==> src/rtl/tmr_pkg.sv <==
package tmr_pkg;

  typedef struct packed {
    logic       en;
    logic       periodic;
    logic [1:0] psc;
    logic       wide;
    logic       oneshot;
  } ctl_t;

  localparam logic [1:0] REG_LOAD = 2'd0;
  localparam logic [1:0] REG_CUR  = 2'd1;
  localparam logic [1:0] REG_CTL  = 2'd2;
  localparam logic [1:0] REG_BG   = 2'd3;

  localparam logic [1:0] SH_MASK  = 2'd0;
  localparam logic [1:0] SH_RAW   = 2'd1;
  localparam logic [1:0] SH_MIS   = 2'd2;
  localparam logic [1:0] SH_CLR   = 2'd3;

  function automatic ctl_t unpack_ctl(input logic [7:0] w);
    ctl_t c;
    c.en       = w[7];
    c.periodic = w[6];
    c.psc      = w[3:2];
    c.wide     = w[1];
    c.oneshot  = w[0];
    return c;
  endfunction

  function automatic logic [7:0] pack_ctl(input ctl_t c);
    return {c.en, c.periodic, 2'b00, c.psc, c.wide, c.oneshot};
  endfunction

endpackage

==> src/rtl/tmr_prescale.sv <==
module tmr_prescale #(
  parameter int DIV_MID  = 16,
  parameter int DIV_HIGH = 256
) (
  input  logic       clk,
  input  logic       rst_n,
  input  logic       run,
  input  logic       restart,
  input  logic [1:0] code,
  output logic       tick
);

  localparam int PSC_W = (DIV_HIGH > 1) ? $clog2(DIV_HIGH) : 1;
  localparam logic [PSC_W-1:0] LIM_MID  = PSC_W'(DIV_MID - 1);
  localparam logic [PSC_W-1:0] LIM_HIGH = PSC_W'(DIV_HIGH - 1);

  logic [PSC_W-1:0] pcnt_q, pcnt_d, lim;

  always_comb begin
    case (code)
      2'b00:   lim = '0;
      2'b01:   lim = LIM_MID;
      default: lim = LIM_HIGH;
    endcase
  end

  assign tick = run && !restart && (pcnt_q == lim);

  always_comb begin
    if (!run || restart || tick) pcnt_d = '0;
    else                         pcnt_d = pcnt_q + 1'b1;
  end

  always_ff @(posedge clk or negedge rst_n) begin
    if (!rst_n) pcnt_q <= '0;
    else        pcnt_q <= pcnt_d;
  end

  // while running undisturbed the divider count never passes its limit
  assert_pcnt_in_range_R5: assert property (@(posedge clk) disable iff (!rst_n)
    (run && !restart) |-> (pcnt_q <= lim));

  // a restart always leaves the divider at its first phase
  assert_restart_clears_R5: assert property (@(posedge clk) disable iff (!rst_n)
    restart |=> (pcnt_q == '0));

endmodule

==> src/rtl/tmr_channel.sv <==
module tmr_channel
  import tmr_pkg::*;
#(
  parameter int DATA_W   = 32,
  parameter int NARROW_W = 16,
  parameter int DIV_MID  = 16,
  parameter int DIV_HIGH = 256
) (
  input  logic              clk,
  input  logic              rst_n,
  input  logic              wr_en,
  input  logic [1:0]        wr_reg,
  input  logic [DATA_W-1:0] wr_data,
  input  logic [1:0]        rd_reg,
  output logic [DATA_W-1:0] rd_data,
  output logic              zero_evt
);

  localparam logic [DATA_W-1:0] NARROW_MASK =
    {{(DATA_W-NARROW_W){1'b0}}, {NARROW_W{1'b1}}};
  localparam logic [DATA_W-1:0] ONE = DATA_W'(1);

  ctl_t              ctl_q, ctl_d, new_ctl;
  logic [DATA_W-1:0] cnt_q, cnt_d, bg_q, bg_d, ld_q, ld_d;
  logic [DATA_W-1:0] eff, wrap_val;
  logic              wr_load, wr_ctl, wr_bg, restart, tick, evt;

  assign wr_load = wr_en && (wr_reg == REG_LOAD);
  assign wr_ctl  = wr_en && (wr_reg == REG_CTL);
  assign wr_bg   = wr_en && (wr_reg == REG_BG);
  assign new_ctl = unpack_ctl(wr_data[7:0]);

  assign restart = wr_ctl && ((new_ctl.psc != ctl_q.psc) ||
                              (new_ctl.en && !ctl_q.en));

  assign eff      = ctl_q.wide ? cnt_q : (cnt_q & NARROW_MASK);
  assign wrap_val = ctl_q.wide ? '1 : NARROW_MASK;

  tmr_prescale #(
    .DIV_MID (DIV_MID),
    .DIV_HIGH(DIV_HIGH)
  ) u_psc (
    .clk    (clk),
    .rst_n  (rst_n),
    .run    (ctl_q.en),
    .restart(restart),
    .code   (ctl_q.psc),
    .tick   (tick)
  );

  always_comb begin
    ctl_d = ctl_q;
    cnt_d = cnt_q;
    bg_d  = bg_q;
    ld_d  = ld_q;
    evt   = 1'b0;
    if (wr_ctl) ctl_d = new_ctl;
    if (wr_bg)  bg_d  = wr_data;
    if (wr_load) begin
      cnt_d = wr_data;
      bg_d  = wr_data;
      ld_d  = wr_data;
    end else if (ctl_q.en && tick) begin
      if (eff == '0) begin
        if (!ctl_q.oneshot) cnt_d = ctl_q.periodic ? bg_q : wrap_val;
      end else begin
        cnt_d = eff - ONE;
        evt   = (eff == ONE);
      end
    end
  end

  always_ff @(posedge clk or negedge rst_n) begin
    if (!rst_n) begin
      ctl_q <= '0;
      cnt_q <= '0;
      bg_q  <= '0;
      ld_q  <= '0;
    end else begin
      ctl_q <= ctl_d;
      cnt_q <= cnt_d;
      bg_q  <= bg_d;
      ld_q  <= ld_d;
    end
  end

  always_comb begin
    case (rd_reg)
      REG_LOAD: rd_data = ld_q;
      REG_CUR:  rd_data = eff;
      REG_CTL:  rd_data = {{(DATA_W-8){1'b0}}, pack_ctl(ctl_q)};
      default:  rd_data = bg_q;
    endcase
  end

  assign zero_evt = evt;

  // a stopped channel keeps its count unless loaded
  assert_hold_when_off_R4: assert property (@(posedge clk) disable iff (!rst_n)
    (!ctl_q.en && !wr_load) |=> $stable(cnt_q));

  // a tick on a count above one takes exactly one away
  assert_single_step_R4: assert property (@(posedge clk) disable iff (!rst_n)
    (ctl_q.en && tick && !wr_load && (eff > ONE)) |=> (cnt_q == $past(eff) - ONE));

  // a one-shot channel parked at zero stays there until loaded
  assert_oneshot_parks_R7: assert property (@(posedge clk) disable iff (!rst_n)
    (ctl_q.oneshot && !wr_ctl && (cnt_q == '0) && !wr_load) |=> (cnt_q == '0));

  // a periodic wrap takes the background value
  assert_periodic_reload_R8: assert property (@(posedge clk) disable iff (!rst_n)
    (ctl_q.en && tick && !wr_load && (eff == '0) && !ctl_q.oneshot && ctl_q.periodic)
      |=> (cnt_q == $past(bg_q)));

endmodule

==> src/rtl/tmr_irq.sv <==
module tmr_irq #(
  parameter int NCH = 4
) (
  input  logic           clk,
  input  logic           rst_n,
  input  logic [NCH-1:0] evt,
  input  logic           mask_we,
  input  logic [NCH-1:0] mask_bits,
  input  logic           clr_we,
  input  logic [NCH-1:0] clr_bits,
  output logic [NCH-1:0] mask_q,
  output logic [NCH-1:0] raw_q,
  output logic           irq
);

  logic [NCH-1:0] mask_d, raw_d, clr_eff;

  assign clr_eff = clr_we ? clr_bits : '0;

  always_comb begin
    raw_d  = (raw_q & ~clr_eff) | evt;
    mask_d = mask_we ? mask_bits : mask_q;
  end

  always_ff @(posedge clk or negedge rst_n) begin
    if (!rst_n) begin
      raw_q  <= '0;
      mask_q <= '0;
    end else begin
      raw_q  <= raw_d;
      mask_q <= mask_d;
    end
  end

  assign irq = |(raw_q & mask_q);

  // every zero event shows up in raw status one edge later
  assert_evt_sets_raw_R9: assert property (@(posedge clk) disable iff (!rst_n)
    (evt != '0) |=> ((raw_q & $past(evt)) == $past(evt)));

  // cleared bits without a competing event are gone after the edge
  assert_clear_wins_R9: assert property (@(posedge clk) disable iff (!rst_n)
    clr_we |=> ((raw_q & $past(clr_bits & ~evt)) == '0));

endmodule

==> src/rtl/mtimer_unit.sv <==
module mtimer_unit
  import tmr_pkg::*;
#(
  parameter int NCH      = 4,
  parameter int ADDR_W   = 8,
  parameter int DATA_W   = 32,
  parameter int NARROW_W = 16,
  parameter int DIV_MID  = 16,
  parameter int DIV_HIGH = 256
) (
  input  logic              clk,
  input  logic              rst_n,
  input  logic [ADDR_W-1:0] bus_addr,
  input  logic              bus_we,
  input  logic [DATA_W-1:0] bus_wdata,
  output logic [DATA_W-1:0] bus_rdata,
  output logic              irq
);

  localparam int PAGE_W = ADDR_W - 4;

  logic              rst_meta, rst_core;
  logic [PAGE_W-1:0] page;
  logic [1:0]        sub;
  logic              word_ok, shared_sel;
  logic [NCH-1:0]    evt, mask_q, raw_q;
  logic [DATA_W-1:0] ch_rd [NCH];

  always_ff @(posedge clk or negedge rst_n) begin
    if (!rst_n) begin
      rst_meta <= 1'b0;
      rst_core <= 1'b0;
    end else begin
      rst_meta <= 1'b1;
      rst_core <= rst_meta;
    end
  end

  assign page       = bus_addr[ADDR_W-1:4];
  assign sub        = bus_addr[3:2];
  assign word_ok    = (bus_addr[1:0] == 2'b00);
  assign shared_sel = word_ok && (page == '0);

  generate
    for (genvar i = 0; i < NCH; i++) begin : g_ch
      logic ch_we;
      assign ch_we = bus_we && word_ok && (page == PAGE_W'(i + 1));
      tmr_channel #(
        .DATA_W  (DATA_W),
        .NARROW_W(NARROW_W),
        .DIV_MID (DIV_MID),
        .DIV_HIGH(DIV_HIGH)
      ) u_ch (
        .clk     (clk),
        .rst_n   (rst_core),
        .wr_en   (ch_we),
        .wr_reg  (sub),
        .wr_data (bus_wdata),
        .rd_reg  (sub),
        .rd_data (ch_rd[i]),
        .zero_evt(evt[i])
      );
    end
  endgenerate

  tmr_irq #(.NCH(NCH)) u_irq (
    .clk      (clk),
    .rst_n    (rst_core),
    .evt      (evt),
    .mask_we  (bus_we && shared_sel && (sub == SH_MASK)),
    .mask_bits(bus_wdata[NCH-1:0]),
    .clr_we   (bus_we && shared_sel && (sub == SH_CLR)),
    .clr_bits (bus_wdata[NCH-1:0]),
    .mask_q   (mask_q),
    .raw_q    (raw_q),
    .irq      (irq)
  );

  always_comb begin
    bus_rdata = '0;
    if (shared_sel) begin
      case (sub)
        SH_MASK: bus_rdata = {{(DATA_W-NCH){1'b0}}, mask_q};
        SH_RAW:  bus_rdata = {{(DATA_W-NCH){1'b0}}, raw_q};
        SH_MIS:  bus_rdata = {{(DATA_W-NCH){1'b0}}, raw_q & mask_q};
        default: bus_rdata = '0;
      endcase
    end
    for (int i = 0; i < NCH; i++) begin
      if (word_ok && (page == PAGE_W'(i + 1))) bus_rdata = ch_rd[i];
    end
  end

  // addresses beyond the last channel, misaligned ones and the clear register read zero
  assert_unmapped_zero_R2: assert property (@(posedge clk) disable iff (!rst_core)
    ((page > PAGE_W'(NCH)) || !word_ok || (shared_sel && (sub == SH_CLR)))
      |-> (bus_rdata == '0));

  // the interrupt line is never high with an empty masked status
  assert_irq_needs_cause_R10: assert property (@(posedge clk) disable iff (!rst_core)
    irq |-> ((raw_q & mask_q) != '0));

endmodule

==> config.mk <==
export PLATFORM = sky130hd
export DESIGN_NAME = mtimer_unit
export DESIGN_NICKNAME = d
export VERILOG_FILES = /design/src/rtl/tmr_pkg.sv /design/src/rtl/tmr_prescale.sv /design/src/rtl/tmr_channel.sv /design/src/rtl/tmr_irq.sv /design/src/rtl/mtimer_unit.sv
export SDC_FILE = /design/constraint.sdc
export NUM_CORES = 1
export LEC_CHECK = 0
export ABC_CLOCK_PERIOD_IN_PS = 15400
export BUFFER_PORTS_ARGS = -buffer_cell sky130_fd_sc_hd__buf_4
export CELL_PAD_IN_SITES_DETAIL_PLACEMENT = 1
export CELL_PAD_IN_SITES_GLOBAL_PLACEMENT = 1
export CORE_MARGIN = 5
export CORE_UTILIZATION = 50
export CTS_BUF_LIST = sky130_fd_sc_hd__clkbuf_4 sky130_fd_sc_hd__clkbuf_8 sky130_fd_sc_hd__clkbuf_16
export CTS_CLUSTER_DIAMETER = 80
export DETAILED_ROUTE_END_ITERATION = 10
export PLACE_DENSITY_LB_ADDON = 0.25
export RECOVER_POWER = 100
export SLEW_MARGIN = 25
export SYNTH_ARGS = -nofsm -noshare
export SYNTH_HDL_FRONTEND = slang
export SYNTH_HIERARCHICAL = 1
export SYNTH_SLANG_ARGS = --single-unit
export TNS_END_PERCENT = 30
==> constraint.sdc <==
create_clock -name clk -period 15.4 [get_ports clk]
set_clock_uncertainty 0.2 [all_clocks]
set_input_delay 0 -clock clk [delete_from_list [all_inputs] [get_ports clk]]
set_output_delay 0 -clock clk [all_outputs]
set_load 0.02 [all_outputs]
==> out/results.ini, run 1 <==
[clock_tree]
clk_latency_ns=0.62
cts_tree=built
cts_root_buffer=clkbuf_16
numClockSinks=450
cts_buffer_depth=3
cts_setup_buffers=0
ctsHtreeMaxLevel=2
cts_buffers=52
clk_pin_slew_ns=0.06

[run_status]
outcome=finished with violations
violations=capacitance limit, slew limit

[global_routing]
grt_max_degree=173
grt_pass1_vias=27100
antenna_found_initial=9
grt_pass1_wl_mm=169
grt_overflow_total=0
track_usage_pct=36.3

[drt]
drt_iter0_markers=2657
vias_per_cell=6.81
avgRoutedWirePerCell_um=29.1
wl_mm=112
antenna_left=0
via_count=26100
firstDrtPassIters=5
drcViolationCount=0

[finish]
final_area_um2=30600
fin_cells=3835
nNetsFinal=3100
area_delta_synth_final_pct=10.5
antenna_cells=0
drive_gt1_share_pct=15.9

[worst_setup_path]
critPathMaxStageDelay_ns=3.19
cp_common_cell=o21ai_0
critical_path_class=in2reg
cp_data_arrival_time_ns=9.05
endpoint_kind=register
rrSetupSlack_ns=7.90
cp.required_ns=15.72
slowest_stage=o21ai_0
rr_worst_depth=4
cp_cell_sequence=dlygate4sd3_1, clkbuf_1, or3b_1, nand2_1, o21ai_0, o21ai_0, nand3_1
cp-start-kind=input port
r2r-end=g_ch[2].u_ch/ld_q[31]
r2r-start=rst_core
crit_fanout=67

[place]
gp_congestion=0.939
io_buffer_count=75
dp_cells=3697
dp_hpwl_mm=72.7
place_area_um2=28500

[yosys]
ys_seq_area_share_pct=40.7
syn_avg_cell_area_um2=9.05
synthArstFlopShare_pct=100
muxShareOfSynthArea_pct=11.7
synth_top_family_by_area=simple AND/OR/NAND/NOR gates
synth_top_area_share_pct=40.7
synth_area_leader_cell=dfrtp_1
yosys.area_share.simple_pct=21.7
ys_ff_latch=450
synthAdderAreaFrac_pct=0.542
yosys-top-cells-count=600 x nand2_1, 450 x dfrtp_1, 221 x mux2_2, 218 x nor2_1, 171 x o21ai_0
yosys-top-cells-area=dfrtp_1 41%, mux2_2 9.0%, nand2_1 8.1%, o21ai_0 3.1%, nor2_1 3.0%
synth-edff-count=0
synth.most_common_cell=nand2_1
synth_ff_type=dfrtp_1
synthCells=3057
ys_warn_count=6
synth_compound_area_share_pct=18.7
synth-xor-area-share_pct=2.15
syn-cell-area_um2=27700
yosysUniqueCellTypes=93
syn-num-nets=3112

[sta]
setup_violations=0
tns_ns=0
grt_setup_unrepaired=false
fmax_ghz=0.115
fin_crit_ns=8.73
slew_viol_final=677
max_slew.worst_pin.slew_ns=4.27
relSlewSlack_pct=-188
fin_crit_sh_pct=56.7
finalHoldViolCount=0

[flow_run]
cap_violations=17

[pwr]
p_per_area_nw_per_um2=111
p_leak_nw=13.9
peakVddDrop_uv=86.8

[die]
start_util_pct=50.3
core_area_um2=55000
die_h_um=245
die_area_um2=60200
top_level_ports=76
die_w_um=245
num_rows=86

[worst_hold_path]
hold_path_class=in2async

[placed cells by master, fill, tap and decap left out, types with 40 or more instances in the layout]
master         instances
nand3_1              102
nand2_1              600
buf_4                 80
dfrtp_1              450
dlygate4sd3_1         40
a22o_1                77
nor3_1                86
a31oi_1               60
o21ai_0              193
a21oi_1              131
inv_1                 46
mux2_2               201
nor2_1               216
clkbuf_16             53
[cell families (layout without fill, tap and decap cells)]
| kind of cell | count (synthesis) | in the layout |
|---|---|---|
| compound gates | 745 | 745 |
| xor+xnor | 68 | 68 |
| fa+ha+maj | 12 | 12 |
| buf+inv | 264 | 294 |
| flops | 450 | 450 |
| mux | 265 | 265 |
| other cells | 1 | 1 |
| simple gates | 1252 | 1252 |
[metrics by stage]
| step | hold WS (ns) | util, % | total power, mW | worst slack (ns) |
|---|---|---|---|---|
| floorplan | -0.496 | - | 1.82 | 1.73 |
| global placement | -0.418 | 51.7 | 2.00 | 11.04 |
| detailed placement | -0.416 | 51.7 | 2.03 | 11.02 |
| CTS | 0.0245 | 55.8 | 3.38 | 11.11 |
| global route | 0.0852 | 55.6 | 3.50 | 6.30 |
| finish | 0.0587 | 55.6 | 3.39 | 6.67 |
[flip-flops by register name, summed over array words and instances, names as in the netlist]
name,count
g_ch.u_ch/ld_q,128
g_ch.u_ch/u_psc/pcnt_q,32
g_ch.u_ch/ctl_q,24
g_ch.u_ch/cnt_q,128
g_ch.u_ch/bg_q,128
rst_meta,1
u_irq/mask_q,4
u_irq/raw_q,4
rst_core,1
[critical path, delay by kind of cell]
kind,cells,cell delay [ns]
buf+inv,2,3.51
compound gates,2,3.63
simple gates,3,1.86
[worst max path at each step]
stage | from | endpoint | slack (ns) | depth (start not counted)
2_1_floorplan | rst_core | g_ch[0].u_ch/bg_q[0] | 1.73 | 0
3_3_place_gp | bus_addr[3] | g_ch[0].u_ch/cnt_q[24] | 11.04 | 7
3_5_place_dp | bus_addr[3] | g_ch[0].u_ch/cnt_q[24] | 11.02 | 7
4_1_cts | bus_addr[2] | g_ch[1].u_ch/cnt_q[24] | 11.11 | 8
5_1_grt | bus_addr[2] | g_ch[0].u_ch/cnt_q[2] | 6.30 | 7
6_report | bus_addr[2] | g_ch[0].u_ch/cnt_q[2] | 6.67 | 7
[power breakdown]
part / leakage (nW) / internal [mW] / switching, mW
Clock: 0.929 / 0.806 / 0.539
Combinational: 6.83 / 0.230 / 0.451
Sequential: 6.15 / 1.26 / 0.102
[layer usage]
layer	global-route usage [%]	part of all wire [%]	wire (um)
met5	0	0.056	62
met4	18.9	6.1	6870
met3	8.46	9.8	10900
met2	55.8	45	49700
met1	48.0	40	44100
[cell type report]
cell class | instances | area (um^2)
clock buffer | 74 | 1570
clock inverter | 22 | 269
fill | 6223 | 24400
inverter | 46 | 173
multi-input combinational | 2343 | 15200
sequential | 450 | 11300
tap | 748 | 936
timing repair buffer | 152 | 1200
[what timing repair did]
item | 4_1_cts | 5_1_grt
hold buffers | 40 | 0
hold endpoints to repair | 418 | 0
gates resized for setup | 0 | 0
(Power assumes the default switching activity.)
==> run 2, diff against run 1 <==
ABC_CLOCK_PERIOD_IN_PS = 7200   (was 15400)
CORE_UTILIZATION = 45   (was 50)
clock period = 7.2 ns   (was 15.4 ns; I/O delays follow)
==> out/results.ini, run 2 (synthesized netlist as in run 1, its figures left out) <==
[finish]
fin_cells=3883
area_delta_synth_final_pct=10.5
drive_gt1_share_pct=16.0
nNetsFinal=3103
mostFrequentLayoutCells=600 x nand2_1, 450 x dfrtp_1, 218 x mux2_2
top_regs=g_ch.u_ch/bg_q x128, g_ch.u_ch/cnt_q x128, g_ch.u_ch/ld_q x128
n_fill_cell=7017
seq_area_um2=11300
final_common_cell=nand2_1
final_util_pct=49.8
multi_input_area_um2=15200

[die]
top_level_ports=76
die_w_um=258
core_area_um2=61400
start_util_pct=45.1
num_rows=91
die_area_um2=66600
die_h_um=258

[place]
dp_cells=3742
dp_hpwl_mm=72.4
dpl_worst_slack_ns=3.15
io_buffer_count=75
gp_congestion=0.960

[sta]
fin_crit_ns=5.83
tns_ns=0
grt_setup_unrepaired=false
setup_ws_ns=1.37
finalHoldViolCount=0
fin_crit_sh_pct=81.0
setup_violations=0
max_slew.worst_pin.slew_ns=2.73
slew_viol_final=670
fmax_ghz=0.171
relSlewSlack_pct=-82.3

[flow_run]
cap_violations=14

[clock_tree]
cts_root_buffer=clkbuf_16
cts_buffers=54
cts_tree=built
holdBufCountCts=39
clk_pin_slew_ns=0.06
clk_latency_ns=0.63
ctsHtreeMaxLevel=2
cts-resized-gates=0
cts_buffer_depth=3
cts_setup_buffers=0
numClockSinks=450

[pwr]
p_leak_nw=13.8
p_per_area_nw_per_um2=236
peakVddDrop_uv=180
finalPower_mw=7.22

[worst_setup_path]
cp-start-kind=input port
cp_data_arrival_time_ns=6.14
critical_path_class=in2reg
crit_fanout=39
cp.required_ns=7.51
endpoint_kind=register

[global_routing]
antenna_found_initial=8
grt_overflow_total=0
grt_pass1_vias=26200
grt_max_degree=177
grt_pass1_wl_mm=167
track_usage_pct=32.3

[drt]
drcViolationCount=0
vias_per_cell=6.63
drt_iter0_markers=2387
avgRoutedWirePerCell_um=28.5
via_count=25800
wl_mm=111
firstDrtPassIters=5
antenna_left=0

[worst_hold_path]
hold_path_class=in2async

[run_status]
violations=capacitance limit, slew limit
outcome=finished with violations

-- run 2: cell types whose count changed in the layout (fill, tap and decap cells not counted), sizes merged --
| cell | change |
|---|---|
| clkbuf | +27 |
| dlygate4sd3 | -1 |
| inv | +1 |
| bufinv | -2 |
| clkinv | -7 |
| buf | -17 |
| diode | +5 |
-- run 2: worst max-delay path: stages --
cell and delay (ns):
dlygate4sd3_1 0.62, clkbuf_4 0.17, nor3_1 0.37, and3b_1 0.23
clkbuf_1 1.20, nand2_1 0.16, nor2_1 0.40, or3b_2 0.55
clkbuf_1 0.84, nand2_1 0.33, o21ai_2 0.21, clkbuf_1 0.54
a221o_1 0.50
-- run 2: final timing paths --
kind / start / end / slack, ns / depth (start not counted)
worst min-delay path: rst_n / rst_meta / 0.05 / 3
min in group clk: bus_wdata[11] / g_ch[0].u_ch/ld_q[11] / 0.11 / 4
max in group asynchronous: rst_core / g_ch[2].u_ch/bg_q[27] / 2.30 / 2
worst max-delay path: bus_addr[7] / g_ch[0].u_ch/cnt_q[29] / 1.37 / 13
worst min register to register: rst_meta / rst_core / 0.16 / 0
worst max register to register: rst_core / g_ch[2].u_ch/bg_q[27] / 2.30 / 2
-- run 2: stage by stage --
stage	area, um^2	hold WS, ns
floorplan	27700	-0.496
global placement	28500	-0.417
detailed placement	28500	-0.416
CTS	30700	0.00597
global route	30600	0.0529
finish	30600	0.0458
-- run 2: layer usage --
layer | GRT usage (%) | vias to the layer above | share of wire [%]
li1 | - | 11100 | -
met1 | 44.8 | 13300 | 42
met2 | 47.7 | 1068 | 43
met3 | 7.14 | 265 | 8.7
met4 | 16.5 | 6 | 5.8
met5 | 0 | - | 0.033
-- run 2: cell type report --
class / count / share of cell area (%)
antenna: 5 / 0.0409
clock buffer: 82 / 5.41
clock inverter: 14 / 0.597
inverter: 46 / 0.565
multi-input combinational: 2343 / 49.6
sequential: 450 / 36.8
tap: 790 / 3.23
timing repair buffer: 153 / 3.69
-- run 2: report_power, final --
group	switching [mW]	total [mW]	internal (mW)
Combinational	0.943	1.43	0.491
Sequential	0.218	2.91	2.69
Clock	1.16	2.88	1.72
